<file path="config.mk">
export PLATFORM = sky130hd
export DESIGN_NAME = ee2w_slave
export DESIGN_NICKNAME = d
export VERILOG_FILES = /design/src/rtl/ee2w_pkg.sv /design/src/rtl/ee2w_line_sync.sv /design/src/rtl/ee2w_word_ptr.sv /design/src/rtl/ee2w_slave.sv
export SDC_FILE = /design/constraint.sdc
export NUM_CORES = 1
export LEC_CHECK = 0
export ABC_AREA = 1
export BUFFER_PORTS_ARGS = -buffer_cell sky130_fd_sc_hd__buf_2
export CAP_MARGIN = 20
export CORE_UTILIZATION = 60
export CTS_BUF_LIST = sky130_fd_sc_hd__clkbuf_16
export CTS_CLUSTER_SIZE = 25
export DETAILED_ROUTE_END_ITERATION = 8
export GPL_ROUTABILITY_DRIVEN = 0
export PLACE_DENSITY = 0.83
export SLEW_MARGIN = 20
export SYNTH_ARGS = -nofsm -noshare
export SYNTH_HDL_FRONTEND = slang
export SYNTH_SLANG_ARGS = --single-unit
</file>
<file path="constraint.sdc">
create_clock -name clk -period 4.5 [get_ports clk]
set_input_delay 0.9 -clock clk [delete_from_list [all_inputs] [get_ports clk]]
set_output_delay 0.9 -clock clk [all_outputs]
set_load 0.01 [all_outputs]
</file>
<file path="src/rtl/ee2w_pkg.sv">
package ee2w_pkg;
    localparam int EE_BYTE_W = 8;
    localparam int EE_ADDR_W = EE_BYTE_W + 1;

    typedef enum logic [3:0] {
        ST_IDLE,
        ST_CTRL,
        ST_CTRL_ACK,
        ST_WADDR,
        ST_WADDR_ACK,
        ST_WDATA,
        ST_WDATA_ACK,
        ST_RDATA,
        ST_RACK
    } ee2w_state_e;
endpackage

</file>
<file path="src/rtl/ee2w_line_sync.sv">
module ee2w_line_sync #(
    parameter int STAGES = 2
) (
    input  logic clk,
    input  logic rst_n,
    input  logic scl_raw,
    input  logic sda_raw,
    output logic scl_lvl,
    output logic sda_lvl,
    output logic scl_rise,
    output logic scl_fall,
    output logic bus_start,
    output logic bus_stop
);
    localparam int LAST = STAGES - 1;

    logic [STAGES-1:0] scl_ch, sda_ch;
    logic              scl_q, sda_q;

    // synchronizer chains reset to the idle (high) bus level
    generate
        if (STAGES == 1) begin : g_single
            always_ff @(posedge clk or negedge rst_n) begin
                if (!rst_n) begin
                    scl_ch <= '1;
                    sda_ch <= '1;
                end else begin
                    scl_ch <= scl_raw;
                    sda_ch <= sda_raw;
                end
            end
        end else begin : g_chain
            always_ff @(posedge clk or negedge rst_n) begin
                if (!rst_n) begin
                    scl_ch <= '1;
                    sda_ch <= '1;
                end else begin
                    scl_ch <= {scl_ch[STAGES-2:0], scl_raw};
                    sda_ch <= {sda_ch[STAGES-2:0], sda_raw};
                end
            end
        end
    endgenerate

    always_ff @(posedge clk or negedge rst_n) begin
        if (!rst_n) begin
            scl_q <= 1'b1;
            sda_q <= 1'b1;
        end else begin
            scl_q <= scl_ch[LAST];
            sda_q <= sda_ch[LAST];
        end
    end

    assign scl_lvl   = scl_ch[LAST];
    assign sda_lvl   = sda_ch[LAST];
    assign scl_rise  = scl_lvl & ~scl_q;
    assign scl_fall  = ~scl_lvl & scl_q;
    assign bus_start = scl_lvl & scl_q & sda_q & ~sda_lvl;
    assign bus_stop  = scl_lvl & scl_q & ~sda_q & sda_lvl;
endmodule

</file>
<file path="src/rtl/ee2w_word_ptr.sv">
module ee2w_word_ptr #(
    parameter int AW     = 9,
    parameter int PAGE_W = 4
) (
    input  logic          clk,
    input  logic          rst_n,
    input  logic          load_hi,
    input  logic          hi_bit,
    input  logic          load_lo,
    input  logic [AW-2:0] lo_byte,
    input  logic          inc_page,
    input  logic          inc_full,
    output logic [AW-1:0] ptr
);
    always_ff @(posedge clk or negedge rst_n) begin
        if (!rst_n) begin
            ptr <= '0;
        end else if (load_hi) begin
            ptr[AW-1] <= hi_bit;
        end else if (load_lo) begin
            ptr[AW-2:0] <= lo_byte;
        end else if (inc_page) begin
            ptr[PAGE_W-1:0] <= ptr[PAGE_W-1:0] + 1'b1;
        end else if (inc_full) begin
            ptr <= ptr + 1'b1;
        end
    end

    // a page step never disturbs the bits above the page
    a_r7_page_wrap: assert property (@(posedge clk) disable iff (!rst_n)
        inc_page && !load_hi && !load_lo |=>
            ptr[AW-1:PAGE_W] == $past(ptr[AW-1:PAGE_W]) &&
            ptr[PAGE_W-1:0] == $past(ptr[PAGE_W-1:0]) + 1'b1);

    // an acknowledged read byte steps the whole pointer
    a_r9_full_step: assert property (@(posedge clk) disable iff (!rst_n)
        inc_full && !inc_page && !load_hi && !load_lo |=>
            ptr == $past(ptr) + 1'b1);
endmodule

</file>
<file path="src/rtl/ee2w_slave.sv">
module ee2w_slave
    import ee2w_pkg::*;
#(
    parameter logic [3:0] DEV_CODE    = 4'b1010,
    parameter int         PAGE_W      = 4,
    parameter int         SYNC_STAGES = 2
) (
    input  logic                 clk,
    input  logic                 rst_n,
    input  logic                 scl_in,
    input  logic                 sda_in,
    output logic                 sda_pull,
    input  logic [1:0]           chip_sel,
    input  logic                 prog_busy,
    output logic                 wr_valid,
    output logic [EE_ADDR_W-1:0] wr_addr,
    output logic [EE_BYTE_W-1:0] wr_data,
    output logic                 rd_en,
    output logic [EE_ADDR_W-1:0] rd_addr,
    input  logic [EE_BYTE_W-1:0] rd_data
);
    localparam int CNT_W = $clog2(EE_BYTE_W + 1);

    ee2w_state_e state, nxt;

    logic scl_lvl, sda_lvl, scl_rise, scl_fall, bus_start, bus_stop;
    logic [CNT_W-1:0]     bit_cnt;
    logic [EE_BYTE_W-1:0] rx_q, tx_q;
    logic                 rd_ld_q, mack_q;
    logic [EE_ADDR_W-1:0] ptr;

    ee2w_line_sync #(.STAGES(SYNC_STAGES)) u_sync (
        .clk      (clk),
        .rst_n    (rst_n),
        .scl_raw  (scl_in),
        .sda_raw  (sda_in),
        .scl_lvl  (scl_lvl),
        .sda_lvl  (sda_lvl),
        .scl_rise (scl_rise),
        .scl_fall (scl_fall),
        .bus_start(bus_start),
        .bus_stop (bus_stop)
    );

    logic byte_done, ack_done, ctrl_ok;
    logic ctrl_accept, addr_take, data_take, mack_rise, nxt_is_ack;

    assign byte_done  = scl_fall && (bit_cnt == CNT_W'(EE_BYTE_W));
    assign ack_done   = scl_fall && (bit_cnt != '0);
    assign ctrl_ok    = (rx_q[7:4] == DEV_CODE) && (rx_q[3:2] == chip_sel) && !prog_busy;
    assign nxt_is_ack = nxt inside {ST_CTRL_ACK, ST_WADDR_ACK, ST_WDATA_ACK};

    // next-state logic
    always_comb begin
        nxt = state;
        if (bus_stop) begin
            nxt = ST_IDLE;
        end else if (bus_start) begin
            nxt = ST_CTRL;
        end else begin
            unique case (state)
                ST_IDLE:      nxt = ST_IDLE;
                ST_CTRL:      if (byte_done) nxt = ctrl_ok ? ST_CTRL_ACK : ST_IDLE;
                ST_CTRL_ACK:  if (ack_done)  nxt = rx_q[0] ? ST_RDATA : ST_WADDR;
                ST_WADDR:     if (byte_done) nxt = ST_WADDR_ACK;
                ST_WADDR_ACK: if (ack_done)  nxt = ST_WDATA;
                ST_WDATA:     if (byte_done) nxt = ST_WDATA_ACK;
                ST_WDATA_ACK: if (ack_done)  nxt = ST_WDATA;
                ST_RDATA:     if (byte_done) nxt = ST_RACK;
                ST_RACK:      if (ack_done)  nxt = mack_q ? ST_RDATA : ST_IDLE;
                default:      nxt = ST_IDLE;
            endcase
        end
    end

    // state register
    always_ff @(posedge clk or negedge rst_n) begin
        if (!rst_n) state <= ST_IDLE;
        else        state <= nxt;
    end

    assign ctrl_accept = (state == ST_CTRL)  && (nxt == ST_CTRL_ACK);
    assign addr_take   = (state == ST_WADDR) && (nxt == ST_WADDR_ACK);
    assign data_take   = (state == ST_WDATA) && (nxt == ST_WDATA_ACK);
    assign mack_rise   = (state == ST_RACK)  && scl_rise && !sda_lvl;

    ee2w_word_ptr #(.AW(EE_ADDR_W), .PAGE_W(PAGE_W)) u_ptr (
        .clk     (clk),
        .rst_n   (rst_n),
        .load_hi (ctrl_accept),
        .hi_bit  (rx_q[1]),
        .load_lo (addr_take),
        .lo_byte (rx_q),
        .inc_page(data_take),
        .inc_full(mack_rise),
        .ptr     (ptr)
    );

    assign rd_addr = ptr;

    // outputs and datapath
    always_ff @(posedge clk or negedge rst_n) begin
        if (!rst_n) begin
            bit_cnt  <= '0;
            rx_q     <= '0;
            tx_q     <= '1;
            rd_ld_q  <= 1'b0;
            mack_q   <= 1'b0;
            rd_en    <= 1'b0;
            sda_pull <= 1'b0;
            wr_valid <= 1'b0;
            wr_addr  <= '0;
            wr_data  <= '0;
        end else begin
            if (bus_start || bus_stop || nxt != state) bit_cnt <= '0;
            else if (scl_rise && state != ST_IDLE)     bit_cnt <= bit_cnt + 1'b1;

            if (scl_rise && state inside {ST_CTRL, ST_WADDR, ST_WDATA})
                rx_q <= {rx_q[EE_BYTE_W-2:0], sda_lvl};

            if (scl_rise && state == ST_RACK)
                mack_q <= !sda_lvl;

            rd_en   <= (ctrl_accept && rx_q[0]) || mack_rise;
            rd_ld_q <= rd_en;

            if (rd_ld_q)
                tx_q <= rd_data;
            else if (state == ST_RDATA && nxt == ST_RDATA && scl_fall)
                tx_q <= {tx_q[EE_BYTE_W-2:0], 1'b1};

            if (nxt != state)
                sda_pull <= nxt_is_ack ? 1'b1 : ((nxt == ST_RDATA) ? !tx_q[EE_BYTE_W-1] : 1'b0);
            else if (state == ST_RDATA && scl_fall)
                sda_pull <= !tx_q[EE_BYTE_W-2];

            wr_valid <= data_take;
            if (data_take) begin
                wr_addr <= ptr;
                wr_data <= rx_q;
            end
        end
    end

    // SDA is pulled only in an acknowledge slot or while sending a zero
    a_r4_pull_in_slot: assert property (@(posedge clk) disable iff (!rst_n)
        sda_pull |-> state inside {ST_CTRL_ACK, ST_WADDR_ACK, ST_WDATA_ACK, ST_RDATA});

    // the data output moves only while the synchronized clock is low
    a_r8_change_scl_low: assert property (@(posedge clk) disable iff (!rst_n)
        !$stable(sda_pull) |-> !$past(scl_lvl));

    // a busy array blocks the control acknowledge
    a_r3_busy_no_ack: assert property (@(posedge clk) disable iff (!rst_n)
        (state == ST_CTRL) && prog_busy |=> state != ST_CTRL_ACK);

    // each write strobe lasts one cycle
    a_r6_single_strobe: assert property (@(posedge clk) disable iff (!rst_n)
        wr_valid |=> !wr_valid);

    // a not-acknowledge leaves SDA released
    a_r10_nack_release: assert property (@(posedge clk) disable iff (!rst_n)
        (state == ST_RACK) && (nxt == ST_IDLE) |=> !sda_pull);
endmodule

</file>
==> run metrics, run 1 <==
status=finished, final reports clean; first-pass GRT wire length=10600 um; final worst-path cycle share=54.9%; Final nets=451; PortBufs=43; CTS tree=built; via count=2603; worst clock skew=7.15 ps; Max VDD drop=0.269 mV; final setup fails=0; Worst-path clk slew=50 ps; number of CTS-inserted buffers=9; most frequent CP cell=nand2_1; Crit-path slowest cell=nand2_2; CTS root buf=clkbuf_16; # IOs=44; Yosys cell types=30; DRT iter0 DRCs=215; Setup WS pre-CTS=2120 ps; row cnt=25; net count after synthesis=404; Synth Warn #=0; post-route setup slack=2030 ps; post-synthesis cell count=386; FF+latch count, synth=61; Remaining DRCs=0; layout cell share with drive strength beyond 1=20.3%; final core utilization=74.3%; commonest cells after routing, fill and taps aside=nand2_1 (126), dfrtp_1 (47), inv_1 (45); setup tns final=0 ps; vias in the first global route=2339; Synth top area share=38.6%; CTS sink cnt=61; Clock Path Buffers=2; placed inst area=3320 um2; Layout area overhead=17.4%; Max FO, Critical Path=36; grt met1 use=36.1%; crit path cell chain=inv_1 -> ha_1 -> nand3_1 -> nor2_4 -> nand2_2 -> nand2_1 -> nor2_1 -> nand3_2 -> nand2_2 -> nand2_1 -> nand2_1 -> nand2_1 -> nor2_2 -> nand2_1 -> nor2_1; Hold Crit Class=register to register; core box area=4820 um2; Finished Cell Area=3580 um2; largest net degree at the start of global routing=39; height of the chip=73.3 um; ranking of synthesized cells by area=dfrtp_1 (39%), nand2_1 (16%), dfstp_2 (12%), o21ai_0 (6.4%), inv_1 (5.2%); GR Util met3=5.21%; Critical Path AT=2720 ps; Slew Viols, Final=0; most common cell after layout, fill and taps aside=nand2_1; CP required=4740 ps; pwr dens=381 nW/um2; Initial Util=63.3%; GRT overflow=0; min cycle time layout=2470 ps; Via-to-Cell Ratio=5.15; H-tree depth=3; Die Span X=73.3 um; CP top delay family=simple AND/OR/NAND/NOR gates; Cell Area, Synth=3050 um2; final WL=6340 um; Critical Path End Type=register; Final HPWL DP=4310 um; CP Buf/Inv Count=1; Crit Path Category=register to register; Fin. Hold Viols=0; Total Power=0.00136 W; leak pwr=1.89 nW; element type at the critical path start=register; Post-CTS Hold Fix Bufs=0; DRT antenna net count=0; wire length per cell=12.6 um; initial antenna violation count=0; Worst slew margin=33.4%; slowest cell delay on critical path=440 ps; 1st-pass router iterations=5; RSZ-0062 raised after global routing=no; Slew @ Worst Pin=998 ps; largest area contributor in the netlist=dfrtp_1; f_max=405 MHz; maxcap violations=0; n_diodes=0; buffers inserted by post-CTS timing repair=0; clk_lat worst skew=330 ps; sequential element share of the synthesized area=50.7%; CTS resizes=0; total track usage=26.8%; die area=5370 um2; grt met2 use=41.2%; synthesized area per cell=7.90 um2; global route hottest layer=met2
==> registers in the layout, summed over array words and instances, names as in the netlist, 2 cells and up <==
| register | flops |
|---|---|
| u_ptr.ptr | 9 |
| wr_data | 8 |
| tx_q | 8 |
| u_sync.scl_ch | 2 |
| bit_cnt | 4 |
| state | 4 |
| wr_addr | 9 |
| rx_q | 8 |
| u_sync.sda_ch | 2 |
==> worst register-to-register path, delay by kind of cell, from the launching register on <==
family / cells / cell delay (ps)
fa+ha+maj: 1 / 230
buf+inv: 1 / 80
flops: 1 / 370
simple gates: 13 / 1720
==> where the power goes <==
part,internal [W],switching [W]
Combinational,0.0000460,0.000100
Clock,0.000359,0.000229
Sequential,0.000593,0.0000342
==> final cells by class <==
cell class	instances	area [um2]
repair buffers	44	223
multi-input cells	271	1300
inverters	46	173
fillers	354	1240
flip-flops and latches	61	1540
clock inverters	7	30.0
clock buffers	9	225
well taps	67	83.8
==> worst paths after layout <==
kind	slack, ps	cells past startpoint	to	startpoint
setup / recovery	2030	15	bit_cnt[1]	bit_cnt[0]
hold / removal	350	0	u_sync.scl_ch[1]	u_sync.scl_ch[0]
setup reg to reg	2030	15	bit_cnt[1]	bit_cnt[0]
hold reg to reg	350	0	u_sync.scl_ch[1]	u_sync.scl_ch[0]
max in group asynchronous	3050	2	tx_q[3]	rst_n
min in group asynchronous	550	1	wr_valid	rst_n
==> routing by layer <==
metal | part of all wire, % | up-vias | wire length [um]
met4 | 2.4 | 0 | 153
met5 | 0 | - | 0
met1 | 46 | 1192 | 2910
met3 | 4.8 | 18 | 303
li1 | - | 1310 | -
met2 | 47 | 83 | 2970
==> cells in the mapped netlist <==
cell	count
a21oi_1	8
a21oi_4	1
buf_2	2
clkbuf_1	6
clkinv_1	1
dfrtp_1	47
dfstp_2	14
ha_1	3
inv_1	42
inv_2	3
nand2_1	126
nand2_2	5
nand2_4	1
nand3_1	23
nand3_2	2
nand3_4	1
nand3b_1	1
nand4_1	1
nor2_1	34
nor2_2	4
nor2_4	2
nor3_1	2
nor3_2	1
o2111ai_1	1
o211ai_1	2
o21ai_0	39
o21ai_1	3
o311ai_0	1
or2_2	1
xor2_1	9
==> stage by stage <==
| stage | cells | hold WS [ps] |
|---|---|---|
| final | 505 | 354 |
| after global routing | 505 | 359 |
| after CTS | 505 | 354 |
| after detailed placement | 489 | 347 |
| after global placement | 489 | 346 |
| after floorplan | 386 | 345 |
==> cells by family (layout without fill, tap and decap cells) <==
family | after synthesis | count (layout) | share of synthesized area, %
and+or+nand+nor | 204 | 204 | 29.0
DFF | 61 | 61 | 50.7
AOI/OAI and AO/OA | 55 | 55 | 9.81
buffers and inverters | 54 | 106 | 6.73
xor gates and xnor gates | 9 | 9 | 2.59
adders and majority gates | 3 | 3 | 1.23
No activity file was read; power rests on OpenSTA's default activity.
==> run 2, diff against run 1 <==
- CORE_UTILIZATION: 60 -> 57
- PLACE_DENSITY: 0.83 -> 0.8
- clock period: 4.5 -> 2.39 ns (I/O delays scaled with it)
==> run metrics, run 2 (synthesis results as in run 1) <==
status=finished, final reports clean; PortBufs=43; CP top delay family=simple AND/OR/NAND/NOR gates; height of the chip=75.1 um; leak pwr=1.93 nW; final setup fails=0; die area=5640 um2; post-route setup slack=261 ps; clock share of power=48.0%; number of CTS-inserted buffers=9; Net Sw Frac=25.2%; Internal=0.00210 W; slowest cell delay on critical path=400 ps; largest net degree at the start of global routing=36; Multi-input gate area=1300 um2; Post-CTS Hold Fix Bufs=0; Final nets=454; Remaining DRCs=0; Slew Viols, Final=0; crit path cell chain=inv_1 -> ha_1 -> nand3_1 -> nor2_4 -> nand2_1 -> nor2_2 -> nor2_1 -> nand3_2 -> nand2_2 -> nor2_4 -> nand3_4 -> nand2_4 -> nand2_1 -> o21ai_0; Worst slew margin=58.8%; Logic pwr share=10.1%; Total Power=0.00281 W; final WL=6410 um; r2r startpoint=bit_cnt[0]; most common cell after layout, fill and taps aside=nand2_1; clk_lat worst skew=330 ps; Critical Path Start=bit_cnt[0]; GRT overflow=0; first-pass GRT wire length=10700 um; CTS root buf=clkbuf_16; CP required=2640 ps; initial antenna violation count=0; vias in the first global route=2373; Initial Util=59.3%; Hold Crit Class=primary input to asynchronous set/reset pin; element type at the critical path start=register; pwr dens=766 nW/um2; setup tns final=0 ps; RSZ-0062 raised after global routing=no; Critical Path End Type=register; Layout area overhead=20.4%; register area=1540 um2; via count=2588; buffers inserted by post-CTS timing repair=0; CP Buf/Inv Count=1; CTS resizes=0; Via-to-Cell Ratio=5.06; # IOs=44; Max FO, Critical Path=10; Sw Pwr=0.000707 W; biggest regs=u_ptr.ptr (9), wr_addr (9); DRT iter0 DRCs=124; core box area=5140 um2; 1st-pass router iterations=4; Die Span X=75.1 um; Critical Path AT=2380 ps; Worst-path clk slew=50 ps; total track usage=25.7%; DRT antenna net count=0; Flop pwr share=41.9%; row cnt=26; Max VDD drop=0.553 mV; Slew @ Worst Pin=618 ps; wire length per cell=12.6 um; n_diodes=0; Crit-path slowest cell=dfrtp_1; Final HPWL DP=4480 um; Crit Path Category=register to register; CTS tree=built; layout cell share with drive strength beyond 1=21.5%; Clock Path Buffers=2; H-tree depth=3; Fin. Hold Viols=0; Filler Cell Count=437; f_max=470 MHz; CTS sink cnt=61; commonest cells after routing, fill and taps aside=nand2_1 (126), dfrtp_1 (47), inv_1 (44); final worst-path cycle share=89.1%; maxcap violations=0; worst clock skew=9.88 ps; Setup WS pre-CTS=288 ps; min cycle time layout=2130 ps
-- run 2: cell count changes in the layout (fill, tap and decap cells not counted), sizes merged --
cell	delta
bufinv	+2
inv	-1
clkinv	-1
buf	+3
-- run 2: path summary, 6_finish.rpt --
kind                            cells past startpoint  slack, ps               end
worst min register to register                      0        350  u_sync.sda_ch[1]
min in group clk                                    1        240  u_sync.sda_ch[0]
worst max-delay path                               14        260           tx_q[7]
worst min-delay path                                1        160        wr_addr[6]
max in group asynchronous                           2       1560           tx_q[7]
worst max register to register                     14        260           tx_q[7]
-- run 2: per-layer routing --
layer	wire length, um	vias to the layer above	track usage (%)
met5	0	-	0
met1	2920	1185	33.9
met4	124	0	10.5
li1	-	1320	-
met2	3060	69	41.0
met3	311	14	5.76
-- run 2: worst register-to-register path, delay by kind of cell, from the launching register on --
| family | cells | cell delay, ps |
|---|---|---|
| adders and majority gates | 1 | 190 |
| DFF | 1 | 400 |
| AOI/OAI and AO/OA | 1 | 80 |
| and+or+nand+nor | 11 | 1290 |
| buffers and inverters | 1 | 100 |
-- run 2: power by group through the flow --
stage                     Combinational [W]  Clock, W  Sequential [W]
after floorplan                    0.000184         0         0.00118
after global placement             0.000269         0         0.00119
after detailed placement           0.000283         0         0.00119
after CTS                          0.000287   0.00136         0.00118
after global routing               0.000333   0.00141         0.00119
final                              0.000284   0.00135         0.00118
-- run 2: layout make-up --
class	count	area share, %
clock inverters	7	2.28
repair buffers	47	7.02
flip-flops and latches	61	42.1
clock buffers	9	6.14
well taps	70	2.39
inverters	46	4.71
multi-input cells	271	35.4
-- run 2: through the flow --
step                      hold WS [ps]  util, %  std cells  area [um2]
after global routing               211     71.4        511        3670
after CTS                          184     71.4        511        3670
after floorplan                    182        -        386        3050
after global placement             345     65.4        495        3360
after detailed placement           347     65.4        495        3360
final                              162     71.4        511        3670
